### src/rtl/gov_pkg.sv
`timescale 1ns/1ps
package gov_pkg;

   typedef enum logic [1:0] {
      MODE_AUTO = 2'd0,
      MODE_PERF = 2'd1,
      MODE_SAVE = 2'd2,
      MODE_USER = 2'd3
   } gov_mode_e;

   typedef enum logic [1:0] {
      UTIL_MID  = 2'd0,
      UTIL_HIGH = 2'd1,
      UTIL_LOW  = 2'd2
   } util_class_e;

endpackage

### src/rtl/gov_window.sv
`timescale 1ns/1ps
// Busy-sample accumulator: classifies each closed window without a divider.
module gov_window
   import gov_pkg::*;
#(
   parameter int WIN_CYCLES = 100,
   parameter int HI_PCT     = 80,
   parameter int LO_PCT     = 20
) (
   input  logic        clk,
   input  logic        rst_n,
   input  logic        busy_i,
   output logic        valid_o,
   output util_class_e class_o
);

   localparam int CNT_W  = $clog2(WIN_CYCLES + 1);
   // high when count*100 > HI_PCT*WIN  <=> count > floor(HI_PCT*WIN/100)
   localparam int HI_CNT = (HI_PCT * WIN_CYCLES) / 100;
   // low when count*100 < LO_PCT*WIN   <=> count < ceil(LO_PCT*WIN/100)
   localparam int LO_CNT = (LO_PCT * WIN_CYCLES + 99) / 100;

   logic [CNT_W-1:0] cyc_q;
   logic [CNT_W-1:0] busy_q;
   logic [CNT_W-1:0] total;
   logic             last;
   util_class_e      cls_d;

   assign last  = (cyc_q == CNT_W'(WIN_CYCLES - 1));
   assign total = busy_q + CNT_W'(busy_i);

   always_comb begin
      if (total > CNT_W'(HI_CNT))
         cls_d = UTIL_HIGH;
      else if (total < CNT_W'(LO_CNT))
         cls_d = UTIL_LOW;
      else
         cls_d = UTIL_MID;
   end

   always_ff @(posedge clk or negedge rst_n) begin
      if (!rst_n) begin
         cyc_q   <= '0;
         busy_q  <= '0;
         valid_o <= 1'b0;
         class_o <= UTIL_MID;
      end else if (last) begin
         cyc_q   <= '0;
         busy_q  <= '0;
         valid_o <= 1'b1;
         class_o <= cls_d;
      end else begin
         cyc_q   <= cyc_q + CNT_W'(1);
         busy_q  <= total;
         valid_o <= 1'b0;
      end
   end

endmodule

### src/rtl/gov_step_table.sv
`timescale 1ns/1ps
// Step-down lookup: per level, the fastest entry not above (100-STEP_PCT)%.
module gov_step_table #(
   parameter int NUM_LEVELS = 4,
   parameter int FREQ_W     = 24,
   parameter logic [NUM_LEVELS-1:0][FREQ_W-1:0] FREQ_KHZ =
      {24'd1600000, 24'd1867000, 24'd2133000, 24'd2400000},
   parameter int STEP_PCT   = 20,
   localparam int LVL_W     = (NUM_LEVELS > 1) ? $clog2(NUM_LEVELS) : 1
) (
   input  logic [LVL_W-1:0] cur_i,
   output logic [LVL_W-1:0] tgt_o
);

   function automatic int find_target(int idx);
      longint lim;
      int     res;
      bit     found;
      lim   = longint'(FREQ_KHZ[idx]) * longint'(100 - STEP_PCT);
      res   = NUM_LEVELS - 1;
      found = 1'b0;
      for (int j = 0; j < NUM_LEVELS; j++) begin
         if (!found && (longint'(FREQ_KHZ[j]) * 100 <= lim)) begin
            res   = j;
            found = 1'b1;
         end
      end
      return res;
   endfunction

   logic [LVL_W-1:0] tgt_arr [NUM_LEVELS];

   for (genvar g = 0; g < NUM_LEVELS; g++) begin : g_lvl
      localparam int TGT = find_target(g);
      assign tgt_arr[g] = LVL_W'(TGT);
   end

   always_comb begin
      tgt_o = LVL_W'(NUM_LEVELS - 1);
      for (int k = 0; k < NUM_LEVELS; k++) begin
         if (cur_i == LVL_W'(k))
            tgt_o = tgt_arr[k];
      end
   end

endmodule

### src/rtl/gov_level_ctrl.sv
`timescale 1ns/1ps
// Policy register, level register and change strobe.
module gov_level_ctrl
   import gov_pkg::*;
#(
   parameter int NUM_LEVELS = 4,
   localparam int LVL_W     = (NUM_LEVELS > 1) ? $clog2(NUM_LEVELS) : 1
) (
   input  logic             clk,
   input  logic             rst_n,
   input  logic             cfg_we_i,
   input  logic [1:0]       cfg_mode_i,
   input  logic [LVL_W-1:0] cfg_level_i,
   input  logic             win_valid_i,
   input  util_class_e      win_class_i,
   input  logic [LVL_W-1:0] step_tgt_i,
   output gov_mode_e        mode_o,
   output logic [LVL_W-1:0] level_o,
   output logic             change_o
);

   localparam logic [LVL_W-1:0] LVL_MAX = '0;
   localparam logic [LVL_W-1:0] LVL_MIN = LVL_W'(NUM_LEVELS - 1);

   logic [LVL_W-1:0] user_q;
   logic [LVL_W-1:0] user_eff;
   logic [LVL_W-1:0] level_d;

   // clamp only needed when the index width can encode unused levels
   if ((1 << LVL_W) == NUM_LEVELS) begin : g_noclamp
      assign user_eff = user_q;
   end else begin : g_clamp
      assign user_eff = (user_q > LVL_MIN) ? LVL_MIN : user_q;
   end

   always_comb begin
      level_d = level_o;
      unique case (mode_o)
         MODE_PERF: level_d = LVL_MAX;
         MODE_SAVE: level_d = LVL_MIN;
         MODE_USER: level_d = user_eff;
         default: begin
            if (win_valid_i) begin
               if (win_class_i == UTIL_HIGH)
                  level_d = LVL_MAX;
               else if (win_class_i == UTIL_LOW)
                  level_d = step_tgt_i;
            end
         end
      endcase
   end

   always_ff @(posedge clk or negedge rst_n) begin
      if (!rst_n) begin
         mode_o <= MODE_AUTO;
         user_q <= LVL_MAX;
      end else if (cfg_we_i) begin
         mode_o <= gov_mode_e'(cfg_mode_i);
         user_q <= cfg_level_i;
      end
   end

   always_ff @(posedge clk or negedge rst_n) begin
      if (!rst_n) begin
         level_o  <= LVL_MAX;
         change_o <= 1'b0;
      end else begin
         level_o  <= level_d;
         change_o <= (level_d != level_o);
      end
   end

endmodule

### src/rtl/freq_governor.sv
`timescale 1ns/1ps
module freq_governor
   import gov_pkg::*;
#(
   parameter int WIN_CYCLES = 100,
   parameter int NUM_LEVELS = 4,
   parameter int FREQ_W     = 24,
   parameter logic [NUM_LEVELS-1:0][FREQ_W-1:0] FREQ_KHZ =
      {24'd1600000, 24'd1867000, 24'd2133000, 24'd2400000},
   parameter int HI_PCT     = 80,
   parameter int LO_PCT     = 20,
   parameter int STEP_PCT   = 20,
   localparam int LVL_W     = (NUM_LEVELS > 1) ? $clog2(NUM_LEVELS) : 1
) (
   input  logic             clk,
   input  logic             rst_n,
   input  logic             busy_i,
   input  logic             cfg_we_i,
   input  logic [1:0]       cfg_mode_i,
   input  logic [LVL_W-1:0] cfg_level_i,
   output logic [LVL_W-1:0] level_o,
   output logic             change_o
);

   function automatic bit table_descending();
      bit ok;
      ok = 1'b1;
      for (int i = 1; i < NUM_LEVELS; i++)
         if (FREQ_KHZ[i] >= FREQ_KHZ[i-1]) ok = 1'b0;
      return ok;
   endfunction

   if (WIN_CYCLES < 5) begin : g_chk_win
      $error("freq_governor: WIN_CYCLES must be at least 5");
   end
   if (NUM_LEVELS < 2) begin : g_chk_lvl
      $error("freq_governor: NUM_LEVELS must be at least 2");
   end
   if (!(LO_PCT < HI_PCT && HI_PCT < 100 && LO_PCT > 0)) begin : g_chk_pct
      $error("freq_governor: need 0 < LO_PCT < HI_PCT < 100");
   end
   if (STEP_PCT <= 0 || STEP_PCT >= 100) begin : g_chk_step
      $error("freq_governor: STEP_PCT out of range");
   end
   if (!table_descending()) begin : g_chk_tbl
      $error("freq_governor: FREQ_KHZ must be strictly descending");
   end

   logic             win_valid;
   util_class_e      win_class;
   logic [LVL_W-1:0] step_tgt;
   gov_mode_e        mode_q;

   gov_window #(
      .WIN_CYCLES(WIN_CYCLES),
      .HI_PCT    (HI_PCT),
      .LO_PCT    (LO_PCT)
   ) u_window (
      .clk    (clk),
      .rst_n  (rst_n),
      .busy_i (busy_i),
      .valid_o(win_valid),
      .class_o(win_class)
   );

   gov_step_table #(
      .NUM_LEVELS(NUM_LEVELS),
      .FREQ_W    (FREQ_W),
      .FREQ_KHZ  (FREQ_KHZ),
      .STEP_PCT  (STEP_PCT)
   ) u_step (
      .cur_i(level_o),
      .tgt_o(step_tgt)
   );

   gov_level_ctrl #(
      .NUM_LEVELS(NUM_LEVELS)
   ) u_ctrl (
      .clk        (clk),
      .rst_n      (rst_n),
      .cfg_we_i   (cfg_we_i),
      .cfg_mode_i (cfg_mode_i),
      .cfg_level_i(cfg_level_i),
      .win_valid_i(win_valid),
      .win_class_i(win_class),
      .step_tgt_i (step_tgt),
      .mode_o     (mode_q),
      .level_o    (level_o),
      .change_o   (change_o)
   );

endmodule

### config.mk
export PLATFORM = sky130hd
export DESIGN_NAME = freq_governor
export DESIGN_NICKNAME = d
export VERILOG_FILES = /design/src/rtl/gov_pkg.sv /design/src/rtl/gov_window.sv /design/src/rtl/gov_step_table.sv /design/src/rtl/gov_level_ctrl.sv /design/src/rtl/freq_governor.sv
export SDC_FILE = /design/constraint.sdc
export NUM_CORES = 1
export LEC_CHECK = 0
export ABC_AREA = 1
export BUFFER_PORTS_ARGS = -buffer_cell sky130_fd_sc_hd__buf_2
export CAP_MARGIN = 20
export CORE_MARGIN = 4
export CORE_UTILIZATION = 40
export CTS_CLUSTER_DIAMETER = 60
export DETAILED_ROUTE_END_ITERATION = 10
export SYNTH_ARGS = -nofsm -noshare
export SYNTH_HDL_FRONTEND = slang
export SYNTH_SLANG_ARGS = --single-unit
export TNS_END_PERCENT = 5
### constraint.sdc
create_clock -name clk -period 1.5 [get_ports clk]
set_input_delay 0.3 -clock clk [delete_from_list [all_inputs] [get_ports clk]]
set_output_delay 0.3 -clock clk [all_outputs]
set_load 0.05 [all_outputs]
After elaboration in Yosys (flattened, before gate mapping) --
Cells that the tools add are included.
Operators by class: add/subtract/negate cells 2, order comparisons 2, eq/ne operators 10, mux-type cells 13, reductions and logical operators 1
Operators by type and width (number):
- $mux W7 | 2
- $eq A2 B2 Y1 const B | 5
- $mux W2 | 5
- $add A7 B1 Y7 | 1
- $add A7 B1 Y7 const B | 1
- $eq A7 B7 Y1 const B | 1
- $gt A7 B7 Y1 const B | 1
- $lt A7 B5 Y1 const B | 1
- $eq A2 B1 Y1 const B | 3
- $pmux W2 S3 | 1
- $mux W1 | 5
- $logic_not A2 Y1 | 1
- $ne A2 B2 Y1 | 1
Storage, ports and cells: bits in registers 24, input port bits 8, output and inout port bits 3, logic and storage cells 36

Depth between registers and ports, before layout --
word-level depth 10, gate-level depth with buffers 10

By module --
From an unflattened synthesis, not the netlist that was laid out.
Unflattened totals: cells, all modules 137, area, all modules 1199.9 um^2
Modules (own cells, without submodules):
- gov_window | times used 1, cells an instance 92, area an instance 814.5 um^2
- gov_level_ctrl | times used 1, cells an instance 40, area an instance 362.8 um^2
- gov_step_table | times used 1, cells an instance 5, area an instance 22.5 um^2

Least setup slack after synthesis --
No wires, ideal clock.
path type reg2reg, from reg u_window.busy_q[0], to reg u_window.class_o[0], library setup time 116 ps, data arrival time 1225 ps, data required time 1384 ps, slack 160 ps, cell stages (with the launch flop) 11, buffers on the path 0, clock period less this slack 1340 ps, cells stage by stage dfrtp_1 -> ha_1 -> ha_1 -> nand3_1 -> nand2_1 -> nand2_1 -> inv_1 -> nand2_1 -> nand2_1 -> nor2_1 -> nor2_1
Between the ends: cells in the longest elaborated chain, start to end 3
RTL lines:
- from (decl) | line gov_window.sv:24 | logic [CNT_W-1:0] busy_q;
- from (signal assigned) | line gov_window.sv:54 | busy_q <= total;
- $add A7 B1 Y7 | line gov_window.sv:30 | assign total = busy_q + CNT_W'(busy_i);
- $gt A7 B7 Y1 | line gov_window.sv:33 | if (total > CNT_W'(HI_CNT))
- $mux W2 | line gov_window.sv:33
- to (signal assigned) | line gov_window.sv:51 | class_o <= cls_d;
- to (decl) | line gov_window.sv:14 | output util_class_e class_o
No other way between the ends. A chain may end at the register's enable or synchronous reset.

Final worst setup path --
from reg u_window.cyc_q[0], to reg u_window.cyc_q[5]
Between the ends: cells in the longest elaborated chain, start to end 2, elaborated cells on any way between the ends 3, classes of those cells add/sub (1); eq/ne (1); mux (1)
RTL lines:
- from (decl) | line gov_window.sv:23 | logic [CNT_W-1:0] cyc_q;
- from (signal assigned) | line gov_window.sv:53 | cyc_q <= cyc_q + CNT_W'(1);
- $add A7 B1 Y7 / $eq A7 B7 Y1 (equally long branches) | line gov_window.sv:53, gov_window.sv:29
- $mux W7 (*) | line gov_window.sv:47 | end else if (last) begin
Mark *: on every way between the ends. The rest lies on a longest branch, timed or not.

==> impl_metrics.py <==
metrics = {
    "yosys": {
        "synthTopCellsByCount": "nand2_1, dfrtp_1, nor2_1, inv_1, nand3_1",
        "synth_ff_type": "dfrtp_1",
        "ys_seq_area_share_pct": 52.1,
        "synth.most_common_cell": "nand2_1",
        "synthCells": 136,
        "synthTopCellsByArea": "dfrtp_1, nand2_1, nor2_1",
        "synth_cell_types": 20,
        "syn_nets": 148,
        "ys_seq_elements": 24,
        "yosysTopAreaCell": "dfrtp_1",
        "synth_edf_count": 0,
        "async_flop_share_pct": 100,
        "yosys_warnings": 0,
        "syn_area_per_cell_um2": 8.48,
        "netlist_area_um2": 1150,
        "synth_top_area_share_pct": 52.1,
    },
    "worst_setup_path": {
        "max_stage_delay_ns": 0.42,
        "cp-end-kind": "flop",
        "crit_required_ns": 1.74,
        "worstSetupPathType": "flop to flop",
        "reg2regPathDepth": 8,
        "cp-start-kind": "flop",
        "crit_top_cell": "buf_4",
        "r2r_setup_slack_ns": 0.09,
        "cp_slowest_cell": "dfrtp_1",
        "path_cells": "ha_1 > inv_1 > nor2_2 > inv_2 > nor3_4 > buf_4 > buf_4 > nor3_1",
        "crit_fanout": 5,
        "r2r-end": "u_window.cyc_q[5]",
        "r2r-start": "u_window.cyc_q[0]",
        "arrival_ns": 1.65,
    },
    "clock_network": {
        "htreeDepth": 1,
        "max-clock-path-buffers": 2,
        "path_clk_slew_ns": 0.14,
        "clkSinkCount": 24,
        "clockRootBuffer": "clkbuf_4",
        "numCtsBuffers": 3,
        "clock_latency_ns": 0.32,
        "cts_tree": "yes",
    },
    "timing": {
        "setup_viol": 0,
        "layout_setup_ws_ns": 0.0916,
        "fin_hold_ws_ns": 0.179,
        "relSlewSlack_pct": 65.0,
        "fin_setup_tns_ns": 0,
        "finalCriticalPeriod_ns": 1.41,
        "timing.fmax_ghz": 0.710,
        "fin_skew_ns": 0.00794,
        "grt_setup_unrepaired": "no",
        "hold_viol": 0,
        "worstMarginPinSlew_ns": 0.525,
        "drv_slew": 0,
        "finalCritPeriodShare_pct": 93.9,
    },
    "power": {
        "power.density_nw_per_um2": 1360,
        "p_leak_nw": 0.714,
        "p_int_mw": 1.23,
        "clock_power_share_pct": 25.4,
        "p_sw_share_pct": 33.6,
        "combPwrFrac_pct": 27.2,
        "power.total_mw": 1.85,
        "seq_power_share_pct": 47.4,
        "p_switching_mw": 0.624,
        "peakVddDrop_mv": 0.772,
    },
    "route": {
        "wl_per_cell_um": 10.3,
        "highest_layer": "met4",
        "routed_via_density": 4.69,
        "firstDrtPassIters": 4,
        "finalWirelength_mm": 1.93,
        "wl_met2_um": 956,
        "ant_nets": 0,
        "drc": 0,
        "dr_wl_met3_um": 38,
        "drtIter0Drc": 13,
        "vias": 881,
        "met1_length_um": 919,
    },
    "place": {
        "routabilityCongestion": 0.754,
        "dp_slack_ns": -0.00998,
        "port_buffers": 10,
        "dp_hpwl_mm": 1.43,
    },
    "min_path": {
        "holdPathStages": 3,
        "min_delay_worst_endpoint": "u_ctrl.mode_o[0]",
        "hold_start": "cfg_mode_i[0]",
        "hold_class": "primary input to flop",
    },
    "global_route": {
        "antenna_found_initial": 0,
        "grt_max_degree": 25,
        "grt-ovfl-total": 0,
        "grt_usage_pct": 11.6,
        "grt_pass1_vias": 810,
        "grt_pass1_wl_mm": 3.23,
    },
    "floorplanning": {
        "die_h_um": 61.7,
        "die_w_um": 61.7,
        "initial_core_util_pct": 41.8,
        "design.core.area_um2": 2760,
        "std_cell_rows": 19,
        "dieArea_um2": 3810,
        "io-pin-count": 11,
    },
    "layout": {
        "drive_above_1_share_pct": 22.9,
        "diodes": 0,
        "nets": 170,
        "nFillCells": 273,
        "area.growth.synth_to_final_pct": 17.9,
        "final_util_pct": 49.3,
    },
    "job": {
        "maxCapViolCount": 0,
    },
    "outcome": {
        "status": "complete, no violations",
    },
}
cell families (layout without fill, tap and decap cells):
kind of cell / after synthesis / count (layout) / synth area share (%)
AOI/OAI and AO/OA: 11 / 11 / 4.77
xor gates and xnor gates: 2 / 2 / 1.52
adders and majority gates: 4 / 4 / 4.34
buffers and inverters: 22 / 43 / 7.48
DFF: 24 / 24 / 52.1
muxes: 3 / 3 / 2.93
and+or+nand+nor: 70 / 70 / 26.9
metal layers:
layer  GRT usage (%)  vias up
met2            19.1        5
li1                -      472
met3            2.48        2
met5               0        -
met1            14.2      402
met4            6.36        0
cell type report:
class                   instances  area [µm²]  share of cell area, %
clock buffers                   3        22.5                   1.66
clock inverters                 1        30.0                   2.21
inverters                      21        78.8                   5.80
multi-input cells              90         477                   35.1
flip-flops and latches         24         601                   44.2
well taps                      31        38.8                   2.85
repair buffers                 18         113                   8.28
cells in the final DEF (no fill, tap or decap), drive strengths merged, types with 3 or more instances in the layout:
cell	instances
nand2	34
nor3	4
ha	4
a21oi	5
nand3	10
clkbuf	3
dfrtp	24
nor2	19
mux2	3
buf	17
o21ai	6
inv	21
stage by stage:
stage          cell area, µm²  std cells
5_1_grt                  1360        188
3_5_place_dp             1260        179
3_3_place_gp             1260        179
4_1_cts                  1320        184
2_1_floorplan            1150        136
6_report                 1360        188
worst max-delay path by stage:
stage,startpoint,to,slack [ns],cells after the start
after floorplan,u_window.busy_q[0],u_window.class_o[0],0.16,10
after global routing,u_window.busy_q[0],u_window.class_o[0],0.01,9
after detailed placement,busy_i,u_window.class_o[0],-0.01,11
after CTS,u_window.busy_q[0],u_window.class_o[0],0.04,10
after global placement,busy_i,u_window.class_o[0],0.04,11
final,u_window.cyc_q[0],u_window.cyc_q[5],0.09,8
repair_timing:
item	CTS	global route
buffers inserted	0	4
endpoints found under the setup margin	0	4
hold buffers	1	0
hold endpoints to repair	24	0
gates resized for setup	0	5
worst max-delay path: cells and delay by family (launching register included):
family                     cells  cell delay (ns)
adders and majority gates      1             0.22
buffers and inverters          4             0.44
DFF                            1             0.42
and+or+nand+nor                3             0.26
state kept, by name (all words and copies together) (netlist names):
name              cells
u_ctrl.change_o       1
u_ctrl.level_o        2
u_ctrl.mode_o         2
u_ctrl.user_eff       2
u_window.busy_q       7
u_window.class_o      2
u_window.cyc_q        7
u_window.valid_o      1
power by group through the flow:
stage / Sequential, mW / Clock, mW / Combinational, mW
2_1_floorplan: 0.916 / 0 / 0.334
6_report: 0.880 / 0.471 / 0.504
3_3_place_gp: 0.883 / 0 / 0.484
4_1_cts: 0.876 / 0.489 / 0.502
5_1_grt: 0.894 / 0.512 / 0.595
3_5_place_dp: 0.891 / 0 / 0.498
No activity file was read; power rests on OpenSTA's default activity.
